## config.mk

```make
export PLATFORM = sky130hd
export DESIGN_NAME = byte_burn_ctrl
export DESIGN_NICKNAME = d
export VERILOG_FILES = /design/src/rtl/byte_burn_pkg.sv /design/src/rtl/byte_burn_timer.sv /design/src/rtl/byte_burn_retry.sv /design/src/rtl/byte_burn_fsm.sv /design/src/rtl/byte_burn_ctrl.sv
export SDC_FILE = /design/constraint.sdc
export NUM_CORES = 1
export LEC_CHECK = 0
export CAP_MARGIN = 20
export CORE_ASPECT_RATIO = 1.2
export CORE_MARGIN = 2
export CORE_UTILIZATION = 45
export DETAILED_ROUTE_END_ITERATION = 10
export DONT_BUFFER_PORTS = 1
export HOLD_SLACK_MARGIN = 0.03
export PLACE_DENSITY = 0.68
export SYNTH_ARGS = -nofsm -noshare
export SYNTH_HDL_FRONTEND = slang
export SYNTH_HIERARCHICAL = 1
export SYNTH_SLANG_ARGS = --single-unit
```

## constraint.sdc

```tcl
create_clock -name clk -period 3.27 [get_ports clk]
set_clock_uncertainty 0.1 [all_clocks]
set_input_delay 0.654 -clock clk [delete_from_list [all_inputs] [get_ports clk]]
set_output_delay 0.654 -clock clk [all_outputs]
set_load 0.01 [all_outputs]
```

## src/rtl/byte_burn_pkg.sv

```systemverilog
// Package: shared state encoding and memory command codes for the byte
// program sequencer. Assumes an 8-bit memory command bus.
package byte_burn_pkg;

    // Sequencer states
    typedef enum logic [2:0] {
        S_IDLE   = 3'd0,
        S_ARM    = 3'd1,
        S_LOAD   = 3'd2,
        S_BURN   = 3'd3,
        S_MARGIN = 3'd4,
        S_READ   = 3'd5,
        S_CMP    = 3'd6
    } burn_state_t;

    // Command byte that arms the memory for a data write
    localparam logic [7:0] OP_ARM   = 8'h40;
    // Command byte that selects the margin read-back condition
    localparam logic [7:0] OP_CHECK = 8'hC0;

    // Converts a pulse length in microseconds into clock cycles
    function automatic int unsigned pulse_cycles(input int unsigned clk_hz,
                                                 input int unsigned pulse_us);
        return (clk_hz / 1_000_000) * pulse_us;
    endfunction

endpackage

```

## src/rtl/byte_burn_timer.sv

```systemverilog
// Module: pulse-duration down counter. It is loaded in the data-write cycle
// with LOAD_VAL and counts down while `run` is high. `expired` is high once
// the count reaches zero. Assumes LOAD_VAL fits in CNT_W bits.
module byte_burn_timer #(
    parameter int unsigned CNT_W    = 9,
    parameter int unsigned LOAD_VAL = 498
) (
    input  logic clk,
    input  logic rst_n,
    input  logic load,
    input  logic run,
    output logic expired
);

    logic [CNT_W-1:0] cnt_q;

    // Load on pulse start, count down while the pulse is running
    always_ff @(posedge clk) begin
        if (!rst_n) begin
            cnt_q <= '0;
        end else if (load) begin
            cnt_q <= CNT_W'(LOAD_VAL);
        end else if (run && cnt_q != '0) begin
            cnt_q <= cnt_q - 1'b1;
        end
    end

    // Pulse time is over when the count is zero
    always_comb begin
        expired = (cnt_q == '0);
    end

endmodule

```

## src/rtl/byte_burn_retry.sv

```systemverilog
// Module: per-byte pulse counter. It is cleared when a request is accepted
// and bumped once per pulse. `at_limit` is high when MAX_PULSES pulses have
// been applied. Assumes CNT_W can hold MAX_PULSES.
module byte_burn_retry #(
    parameter int unsigned MAX_PULSES = 25,
    parameter int unsigned CNT_W      = 5
) (
    input  logic             clk,
    input  logic             rst_n,
    input  logic             clear,
    input  logic             bump,
    output logic [CNT_W-1:0] count,
    output logic             at_limit
);

    logic [CNT_W-1:0] cnt_q;

    // Count pulses applied to the current byte
    always_ff @(posedge clk) begin
        if (!rst_n) begin
            cnt_q <= '0;
        end else if (clear) begin
            cnt_q <= '0;
        end else if (bump) begin
            cnt_q <= cnt_q + 1'b1;
        end
    end

    // Expose count and budget-exhausted flag
    always_comb begin
        count    = cnt_q;
        at_limit = (cnt_q == CNT_W'(MAX_PULSES));
    end

endmodule

```

## src/rtl/byte_burn_fsm.sv

```systemverilog
// Module: control state machine for the arm / pulse / margin / read /
// compare loop. The compare result and the pulse budget are inputs. It
// reports acceptance and the two ways a byte can finish. Assumes the memory
// returns read data one cycle after the read strobe.
module byte_burn_fsm
    import byte_burn_pkg::*;
(
    input  logic        clk,
    input  logic        rst_n,
    input  logic        req_valid,
    input  logic        timer_expired,
    input  logic        match,
    input  logic        at_limit,
    output burn_state_t state,
    output logic        accept,
    output logic        finish_ok,
    output logic        finish_fail
);

    burn_state_t state_q, state_d;

    // Next-state and event decode
    always_comb begin
        state_d     = state_q;
        accept      = 1'b0;
        finish_ok   = 1'b0;
        finish_fail = 1'b0;
        unique case (state_q)
            S_IDLE: begin
                if (req_valid) begin
                    accept  = 1'b1;
                    state_d = S_ARM;
                end
            end
            S_ARM:    state_d = S_LOAD;
            S_LOAD:   state_d = S_BURN;
            S_BURN:   if (timer_expired) state_d = S_MARGIN;
            S_MARGIN: state_d = S_READ;
            S_READ:   state_d = S_CMP;
            S_CMP: begin
                if (match) begin
                    finish_ok = 1'b1;
                    state_d   = S_IDLE;
                end else if (at_limit) begin
                    finish_fail = 1'b1;
                    state_d     = S_IDLE;
                end else begin
                    state_d = S_ARM;
                end
            end
            default:  state_d = S_IDLE;
        endcase
    end

    // State register
    always_ff @(posedge clk) begin
        if (!rst_n) begin
            state_q <= S_IDLE;
        end else begin
            state_q <= state_d;
        end
    end

    // Present the current state
    always_comb begin
        state = state_q;
    end

endmodule

```

## src/rtl/byte_burn_ctrl.sv

```systemverilog
// Module: top of the pulsed byte program sequencer. It latches an accepted
// request, drives the memory command bus from the state machine, compares
// the margin read-back with the latched byte and holds the status outputs.
// Assumes one memory command per clock and PULSE_CYC >= 2.
module byte_burn_ctrl
    import byte_burn_pkg::*;
#(
    parameter int unsigned CLK_HZ     = 50_000_000,
    parameter int unsigned PULSE_US   = 10,
    parameter int unsigned MAX_PULSES = 25,
    parameter int unsigned ADDR_W     = 18,
    parameter int unsigned DATA_W     = 8,
    localparam int unsigned CNT_W     = $clog2(MAX_PULSES + 1)
) (
    input  logic              clk,
    input  logic              rst_n,
    input  logic              req_valid,
    input  logic [ADDR_W-1:0] req_addr,
    input  logic [DATA_W-1:0] req_data,
    output logic              busy,
    output logic              done,
    output logic              fail,
    output logic [CNT_W-1:0]  pulses_used,
    output logic              hv_en,
    output logic              mem_we,
    output logic              mem_rd,
    output logic [ADDR_W-1:0] mem_addr,
    output logic [DATA_W-1:0] mem_wdata,
    input  logic [DATA_W-1:0] mem_rdata
);

    localparam int unsigned PULSE_CYC = pulse_cycles(CLK_HZ, PULSE_US);
    localparam int unsigned TMR_W     = (PULSE_CYC > 2) ? $clog2(PULSE_CYC) : 1;

    burn_state_t       state;
    logic              accept, finish_ok, finish_fail;
    logic              timer_expired, match, at_limit;
    logic [CNT_W-1:0]  pulse_cnt;
    logic [ADDR_W-1:0] addr_q;
    logic [DATA_W-1:0] data_q;
    logic              done_q, fail_q;
    logic [CNT_W-1:0]  used_q;

    byte_burn_fsm u_fsm (
        .clk          (clk),
        .rst_n        (rst_n),
        .req_valid    (req_valid),
        .timer_expired(timer_expired),
        .match        (match),
        .at_limit     (at_limit),
        .state        (state),
        .accept       (accept),
        .finish_ok    (finish_ok),
        .finish_fail  (finish_fail)
    );

    byte_burn_timer #(
        .CNT_W   (TMR_W),
        .LOAD_VAL(PULSE_CYC - 2)
    ) u_timer (
        .clk    (clk),
        .rst_n  (rst_n),
        .load   (state == S_LOAD),
        .run    (state == S_BURN),
        .expired(timer_expired)
    );

    byte_burn_retry #(
        .MAX_PULSES(MAX_PULSES),
        .CNT_W     (CNT_W)
    ) u_retry (
        .clk     (clk),
        .rst_n   (rst_n),
        .clear   (accept),
        .bump    (state == S_LOAD),
        .count   (pulse_cnt),
        .at_limit(at_limit)
    );

    // Latch the request address and data on acceptance
    always_ff @(posedge clk) begin
        if (!rst_n) begin
            addr_q <= '0;
            data_q <= '0;
        end else if (accept) begin
            addr_q <= req_addr;
            data_q <= req_data;
        end
    end

    // Verify compare of margin read-back against the intended byte
    always_comb begin
        match = (state == S_CMP) && (mem_rdata == data_q);
    end

    // Status registers: completion pulse, sticky fail, pulse count
    always_ff @(posedge clk) begin
        if (!rst_n) begin
            done_q <= 1'b0;
            fail_q <= 1'b0;
            used_q <= '0;
        end else begin
            done_q <= finish_ok | finish_fail;
            if (accept) begin
                fail_q <= 1'b0;
            end else if (finish_fail) begin
                fail_q <= 1'b1;
            end
            if (finish_ok || finish_fail) begin
                used_q <= pulse_cnt;
            end
        end
    end

    // Memory bus decode from the current state
    always_comb begin
        mem_we    = 1'b0;
        mem_rd    = 1'b0;
        mem_wdata = '0;
        unique case (state)
            S_ARM: begin
                mem_we    = 1'b1;
                mem_wdata = DATA_W'(OP_ARM);
            end
            S_LOAD: begin
                mem_we    = 1'b1;
                mem_wdata = data_q;
            end
            S_MARGIN: begin
                mem_we    = 1'b1;
                mem_wdata = DATA_W'(OP_CHECK);
            end
            S_READ:  mem_rd = 1'b1;
            default: ;
        endcase
        mem_addr = addr_q;
    end

    // Status and high-voltage outputs
    always_comb begin
        busy        = (state != S_IDLE);
        hv_en       = (state != S_IDLE);
        done        = done_q;
        fail        = fail_q;
        pulses_used = used_q;
    end

endmodule

```

==> results.json, run 1 <==
{
  "antenna_found_initial": 0,
  "route.detailed.drc": 0,
  "synthFlopType": "dfxtp_1",
  "dr_total_vias": 1717,
  "synth_seq_cells": 50,
  "synth_compound_area_share_pct": 13.1,
  "power_frac_clock_pct": 32.3,
  "ys_warn_count": 6,
  "clock-sinks": 50,
  "clock_latency_ns": 0.29,
  "ir_drop_v": 0.000236,
  "min_period_over_period_pct": 75.2,
  "holdWs_ns": 0.379,
  "tightest_slew_ns": 0.972,
  "hold_viol": 0,
  "yosysSeqAreaShare_pct": 40.9,
  "netlist_area_sq_um": 2450,
  "p_sw_share_pct": 27.1,
  "htree_num_levels": 2,
  "clock_path_buffers": 2,
  "num_io_pins": 74,
  "fp-row-count": 29,
  "synth_top_family_by_area": "simple AND/OR/NAND/NOR gates",
  "pwr_density_cell_nw_per_um2": 528,
  "cts_made_buffers": 5,
  "critPathCaptureType": "output pin",
  "synth_cell_types": 55,
  "die_w_um": 71.3,
  "pre_cts_slack_ns": 0.738,
  "die_h_um": 84.8,
  "grt_first_pass_wirelength_um": 7890,
  "dpl.hpwl_um": 3210,
  "fp.coreArea_sq_um": 5260,
  "dr.pass1.iters": 4,
  "critical-path-max-stage-delay_ns": 0.57,
  "final_nets": 286,
  "diodes": 0,
  "ys_async_sr_fraction_pct": 0,
  "post_cts_buffers": 0,
  "p_leak_nw": 0.916,
  "start_util_pct": 46.5,
  "grtUsageMet3_pct": 4.44,
  "cp.required_ns": 2.52,
  "status": "finished clean",
  "busiest_layer": "met2",
  "cts_resized": 0,
  "antenna_left": 0,
  "cp.arrival_ns": 1.71,
  "postPlaceCellArea_sq_um": 2460,
  "stdcell_area_sq_um": 2570,
  "finalNonFillerCells": 309,
  "final_util_pct": 48.9,
  "cts_hold_buf": 0,
  "synthAdderAreaFrac_pct": 1.53,
  "pwr-share-seq_pct": 51.9,
  "synth-edff-count": 0,
  "cts.clk_slew.worst_paths_ns": 0.09,
  "critPathMaxFanout": 24,
  "comb_power_share_pct": 15.8,
  "path_class": "flip-flop to output pin",
  "cts_tree": "built",
  "wl_per_cell_um": 14.8,
  "met1_usage_pct": 18.4,
  "p_int_mw": 0.990,
  "grt_overflow": 0,
  "globalplace.congestion": 0.775,
  "synthMuxAreaShare_pct": 12.3,
  "fmax_mhz": 407,
  "syn-instance-count": 247,
  "die_area_sq_um": 6050,
  "root_buffer": "clkbuf_8",
  "io_buffers": 0,
  "grt_max_degree": 50,
  "dp.cells": 301,
  "slew_viol_final": 0,
  "synth_nets": 287,
  "synth_xor_area_share_pct": 3.22,
  "setup_slack_ns": 0.811,
  "finalSetupTns_ns": 0,
  "drt_iter0_drc": 96,
  "fillers": 493,
  "synthSimpleGateAreaFrac_pct": 24.4,
  "met2_usage_pct": 28.9,
  "critPathLaunchType": "flip-flop",
  "rsz0062_at_grt": "false",
  "setup_viol": 0,
  "power_switching_mw": 0.369,
  "relSlewSlack_pct": 34.3,
  "drive_gt1_share_pct": 8.50,
  "crit_chain": "nor2b_4 -> and2b_4 -> and2_1",
  "synthToLayoutAreaGrowth_pct": 5.11,
  "grt_pass1_vias": 1698,
  "wl_um": 4570,
  "power_mw": 1.36,
  "slowest_stage": "dfxtp_1",
  "layout_min_cycle_time_ns": 2.46,
  "track_usage_pct": 16.2,
  "hold_path_class": "input pin to flip-flop",
  "avgSynthCellArea_sq_um": 9.91,
  "viasPerCell": 5.56,
  "drv_cap": 0
}
[layout make-up]
| class | count | area (sq um) | area share [%] |
|---|---|---|---|
| Timing Repair Buffer | 1 | 7.51 | 0.292 |
| Clock buffer | 5 | 68.8 | 2.68 |
| Inverter | 8 | 30.0 | 1.17 |
| Tap cell | 62 | 77.6 | 3.02 |
| Multi-Input combinational cell | 180 | 1340 | 52.1 |
| Sequential cell | 50 | 1000 | 38.9 |
| Clock inverter | 3 | 47.5 | 1.85 |
[sequential cells by signal, indices dropped and copies added (netlist names)]
name,flops
u_fsm/state,3
pulses_used,5
u_timer/cnt_q,9
mem_addr,18
data_q,8
done,1
fail,1
u_retry/count,5
[final timing paths]
kind	from	endpoint	slack [ns]	cells after the start
worst max register to register	u_fsm/state[0]$_SDFFE_PN0P_	pulses_used[3]$_SDFFE_PN0P_	0.97	4
worst min-delay path	rst_n	u_timer/cnt_q[5]$_SDFFE_PN0P_	0.38	2
worst min register to register	pulses_used[1]$_SDFFE_PN0P_	pulses_used[1]$_SDFFE_PN0P_	0.41	2
worst max-delay path	u_fsm/state[1]$_SDFFE_PN0P_	mem_wdata[3]	0.81	3
[cells in the mapped netlist, types with 5 or more instances]
library cell | instances | area [sq um]
nand2b_1 | 6 | 37.5
o21ai_0 | 9 | 45.0
inv_1 | 8 | 30.0
mux2i_1 | 30 | 300
and2_1 | 7 | 43.8
a21boi_1 | 5 | 37.5
nor2_1 | 11 | 41.3
nand2_1 | 9 | 33.8
a21oi_1 | 5 | 25.0
dfxtp_1 | 50 | 1000
xnor2_1 | 9 | 78.8
nor2b_1 | 28 | 175
[cells in the final DEF, fill, tap and decap left out, types with 5 or more instances in the layout]
master / instances
a21boi_1: 5
a21oi_1: 5
mux2i_1: 30
o21ai_0: 9
and2_1: 7
xnor2_1: 9
nor2_1: 11
nor2b_1: 28
nand2b_1: 6
clkbuf_8: 5
nand2_1: 9
dfxtp_1: 50
inv_1: 8
[power by group through the flow]
stage	logic [mW]	registers [mW]	clock network, mW
floorplan	0.209	0.707	0
global placement	0.213	0.719	0
detailed placement	0.216	0.719	0
CTS	0.217	0.706	0.455
global route	0.241	0.713	0.483
finish	0.214	0.706	0.439
[metal layers]
| metal | vias up | share of wire, % | wire length (um) |
|---|---|---|---|
| li1 | 870 | - | - |
| met1 | 826 | 42 | 1940 |
| met2 | 19 | 53 | 2440 |
| met3 | 2 | 3.5 | 162 |
| met4 | 0 | 0.66 | 30 |
| met5 | - | 0 | 0 |
[cells by family (layout without fill, tap and decap cells)]
| logic type | after synthesis | in the layout |
|---|---|---|
| xor gates and xnor gates | 9 | 9 |
| and+or+nand+nor | 93 | 93 |
| DFF | 50 | 50 |
| buffers and inverters | 17 | 17 |
| muxes | 30 | 30 |
| AOI/OAI and AO/OA | 45 | 45 |
| adders and majority gates | 3 | 3 |
[worst max-delay path: cells and delay by family (launching register included)]
family | cells | cell delay [ns]
simple gates | 3 | 0.84
flops | 1 | 0.57
(Power assumes the default switching activity.)
==> run 2: changes to the inputs <==
--- a/config.mk
+++ b/config.mk
@@ -12,7 +12,7 @@
 export DETAILED_ROUTE_END_ITERATION = 10
 export DONT_BUFFER_PORTS = 1
 export HOLD_SLACK_MARGIN = 0.03
-export PLACE_DENSITY = 0.68
+export PLACE_DENSITY = 0.7
 export SYNTH_ARGS = -nofsm -noshare
 export SYNTH_HDL_FRONTEND = slang
 export SYNTH_HIERARCHICAL = 1
==> constraint.sdc (replaced) <==
create_clock -name clk -period 2.19 [get_ports clk]
set_clock_uncertainty 0.1 [all_clocks]
set_input_delay 0.438 -clock clk [delete_from_list [all_inputs] [get_ports clk]]
set_output_delay 0.438 -clock clk [all_outputs]
set_load 0.01 [all_outputs]
==> results.json, run 2 (synthesis results as in run 1) <==
{
  "reg2reg_to": "pulses_used[0]$_SDFFE_PN0P_",
  "slew_viol_final": 0,
  "critPathLaunchType": "flip-flop",
  "hold_depth": 1,
  "hold_viol": 0,
  "cts_resized": 0,
  "post_cts_buffers": 0,
  "crit_buf_inv": 1,
  "antenna_found_initial": 0,
  "diodes": 0,
  "relSlewSlack_pct": 65.0,
  "cts_hold_buf": 0,
  "routed-wl-met3_um": 218,
  "io_buffers": 0,
  "drt_iter0_drc": 53,
  "clock_latency_ns": 0.30,
  "antenna_left": 0,
  "grt_first_pass_wirelength_um": 7850,
  "cts.clk_slew.worst_paths_ns": 0.09,
  "grt_pass1_vias": 1604,
  "layout_common_cells": "dfxtp_1, mux2i_1, nor2b_1",
  "dr.pass1.iters": 4,
  "dpl.hpwl_um": 3510,
  "start_util_pct": 46.5,
  "clock_path_buffers": 2,
  "final_nets": 293,
  "num_io_pins": 74,
  "die_area_sq_um": 6050,
  "tightest_slew_ns": 0.520,
  "fp.coreArea_sq_um": 5260,
  "critPathMaxFanout": 7,
  "hold_start": "rst_n",
  "globalplace.congestion": 0.807,
  "slowest_stage": "nor4_1",
  "final_util_pct": 49.8,
  "track_usage_pct": 16.3,
  "status": "finished clean",
  "seqCellArea_sq_um": 1000,
  "cts_tree": "built",
  "cp.arrival_ns": 2.16,
  "drv_cap": 0,
  "finalSetupTns_ns": 0,
  "top_layer_used": "met4",
  "htree_num_levels": 2,
  "synthToLayoutAreaGrowth_pct": 7.11,
  "die_h_um": 84.8,
  "critPathCaptureType": "flip-flop",
  "cp.required_ns": 2.33,
  "wl_um": 4820,
  "multi_input_area_sq_um": 1340,
  "setup_viol": 0,
  "rsz0062_at_grt": "false",
  "path_class": "flip-flop to flip-flop",
  "p_leak_nw": 0.949,
  "fp-row-count": 29,
  "crit_family": "simple AND/OR/NAND/NOR gates",
  "r2r_slack_ns": 0.17,
  "drive_gt1_share_pct": 11.0,
  "hold_path_class": "input pin to flip-flop",
  "path_depth": 8,
  "route.detailed.drc": 0,
  "crit_chain": "xnor2_1 -> nand4_1 -> nor4_1 -> nor4b_1 -> buf_4 -> nor2_2 -> nand2_1 -> a21boi_1",
  "clock-sinks": 50,
  "power_mw": 1.97,
  "rr_worst_depth": 8,
  "wl_met1_um": 2090,
  "root_buffer": "clkbuf_8",
  "mostFrequentLayoutCell": "dfxtp_1",
  "fmax_mhz": 494,
  "layout_min_cycle_time_ns": 2.02,
  "pwr_density_cell_nw_per_um2": 750,
  "largest_reg_flops": 18,
  "grt_max_degree": 50,
  "cts_made_buffers": 5,
  "grt_overflow": 0,
  "ir_drop_v": 0.000408,
  "wl_per_cell_um": 15.3,
  "r2r_start": "data_q[7]$_SDFFE_PN0P_",
  "dr_total_vias": 1735,
  "min_period_over_period_pct": 92.4,
  "critical-path-max-stage-delay_ns": 0.46,
  "holdPathEnd": "u_timer/cnt_q[8]$_SDFFE_PN0P_",
  "fillers": 502,
  "viasPerCell": 5.49,
  "wl_met2_um": 2440,
  "die_w_um": 71.3
}
-- run 2: changes by cell type in the layout (fill, tap and decap cells not counted), sizes merged --
cell	change
buf	+7
bufinv	-1
clkbuf	+1
clkinv	+1
inv	-1
-- run 2: power breakdown --
part | internal, mW | switching [mW]
clock | 0.260 | 0.309
sequential | 0.971 | 0.0722
combinational | 0.178 | 0.175
total | 1.41 | 0.557
-- run 2: layout make-up --
type                    count  share of cell area [%]
multi-input cells         180                    51.1
clock inverters             2                   0.668
inverters                   8                    1.15
flip-flops and latches     50                    38.2
repair buffers              8                    2.77
clock buffers               6                    3.15
well taps                  62                    2.96
-- run 2: worst max path at each step --
stage                                      start                          end
after detailed placement            mem_rdata[3]  pulses_used[0]$_SDFFE_PN0P_
after CTS                 data_q[7]$_SDFFE_PN0P_  pulses_used[1]$_SDFFE_PN0P_
after global routing      data_q[7]$_SDFFE_PN0P_  pulses_used[0]$_SDFFE_PN0P_
final                     data_q[7]$_SDFFE_PN0P_  pulses_used[0]$_SDFFE_PN0P_
after global placement              mem_rdata[3]  pulses_used[1]$_SDFFE_PN0P_
after floorplan                     mem_rdata[3]  pulses_used[0]$_SDFFE_PN0P_
-- run 2: per-stage QoR --
step           cells  cell area [sq um]  hold WS [ns]  setup slack (ns)
4_1_cts          316               2620         0.131             0.156
3_3_place_gp     308               2520         0.400             0.169
6_report         316               2620         0.156             0.167
2_1_floorplan    247               2450         0.370             0.265
3_5_place_dp     308               2520         0.398            0.0962
5_1_grt          316               2620         0.147            0.0361
-- run 2: routing by layer --
metal | vias up | global-route usage [%]
met5 | - | 0
met4 | 0 | 5.66
met3 | 7 | 4.56
met2 | 25 | 27.9
met1 | 816 | 19.4
li1 | 887 | -
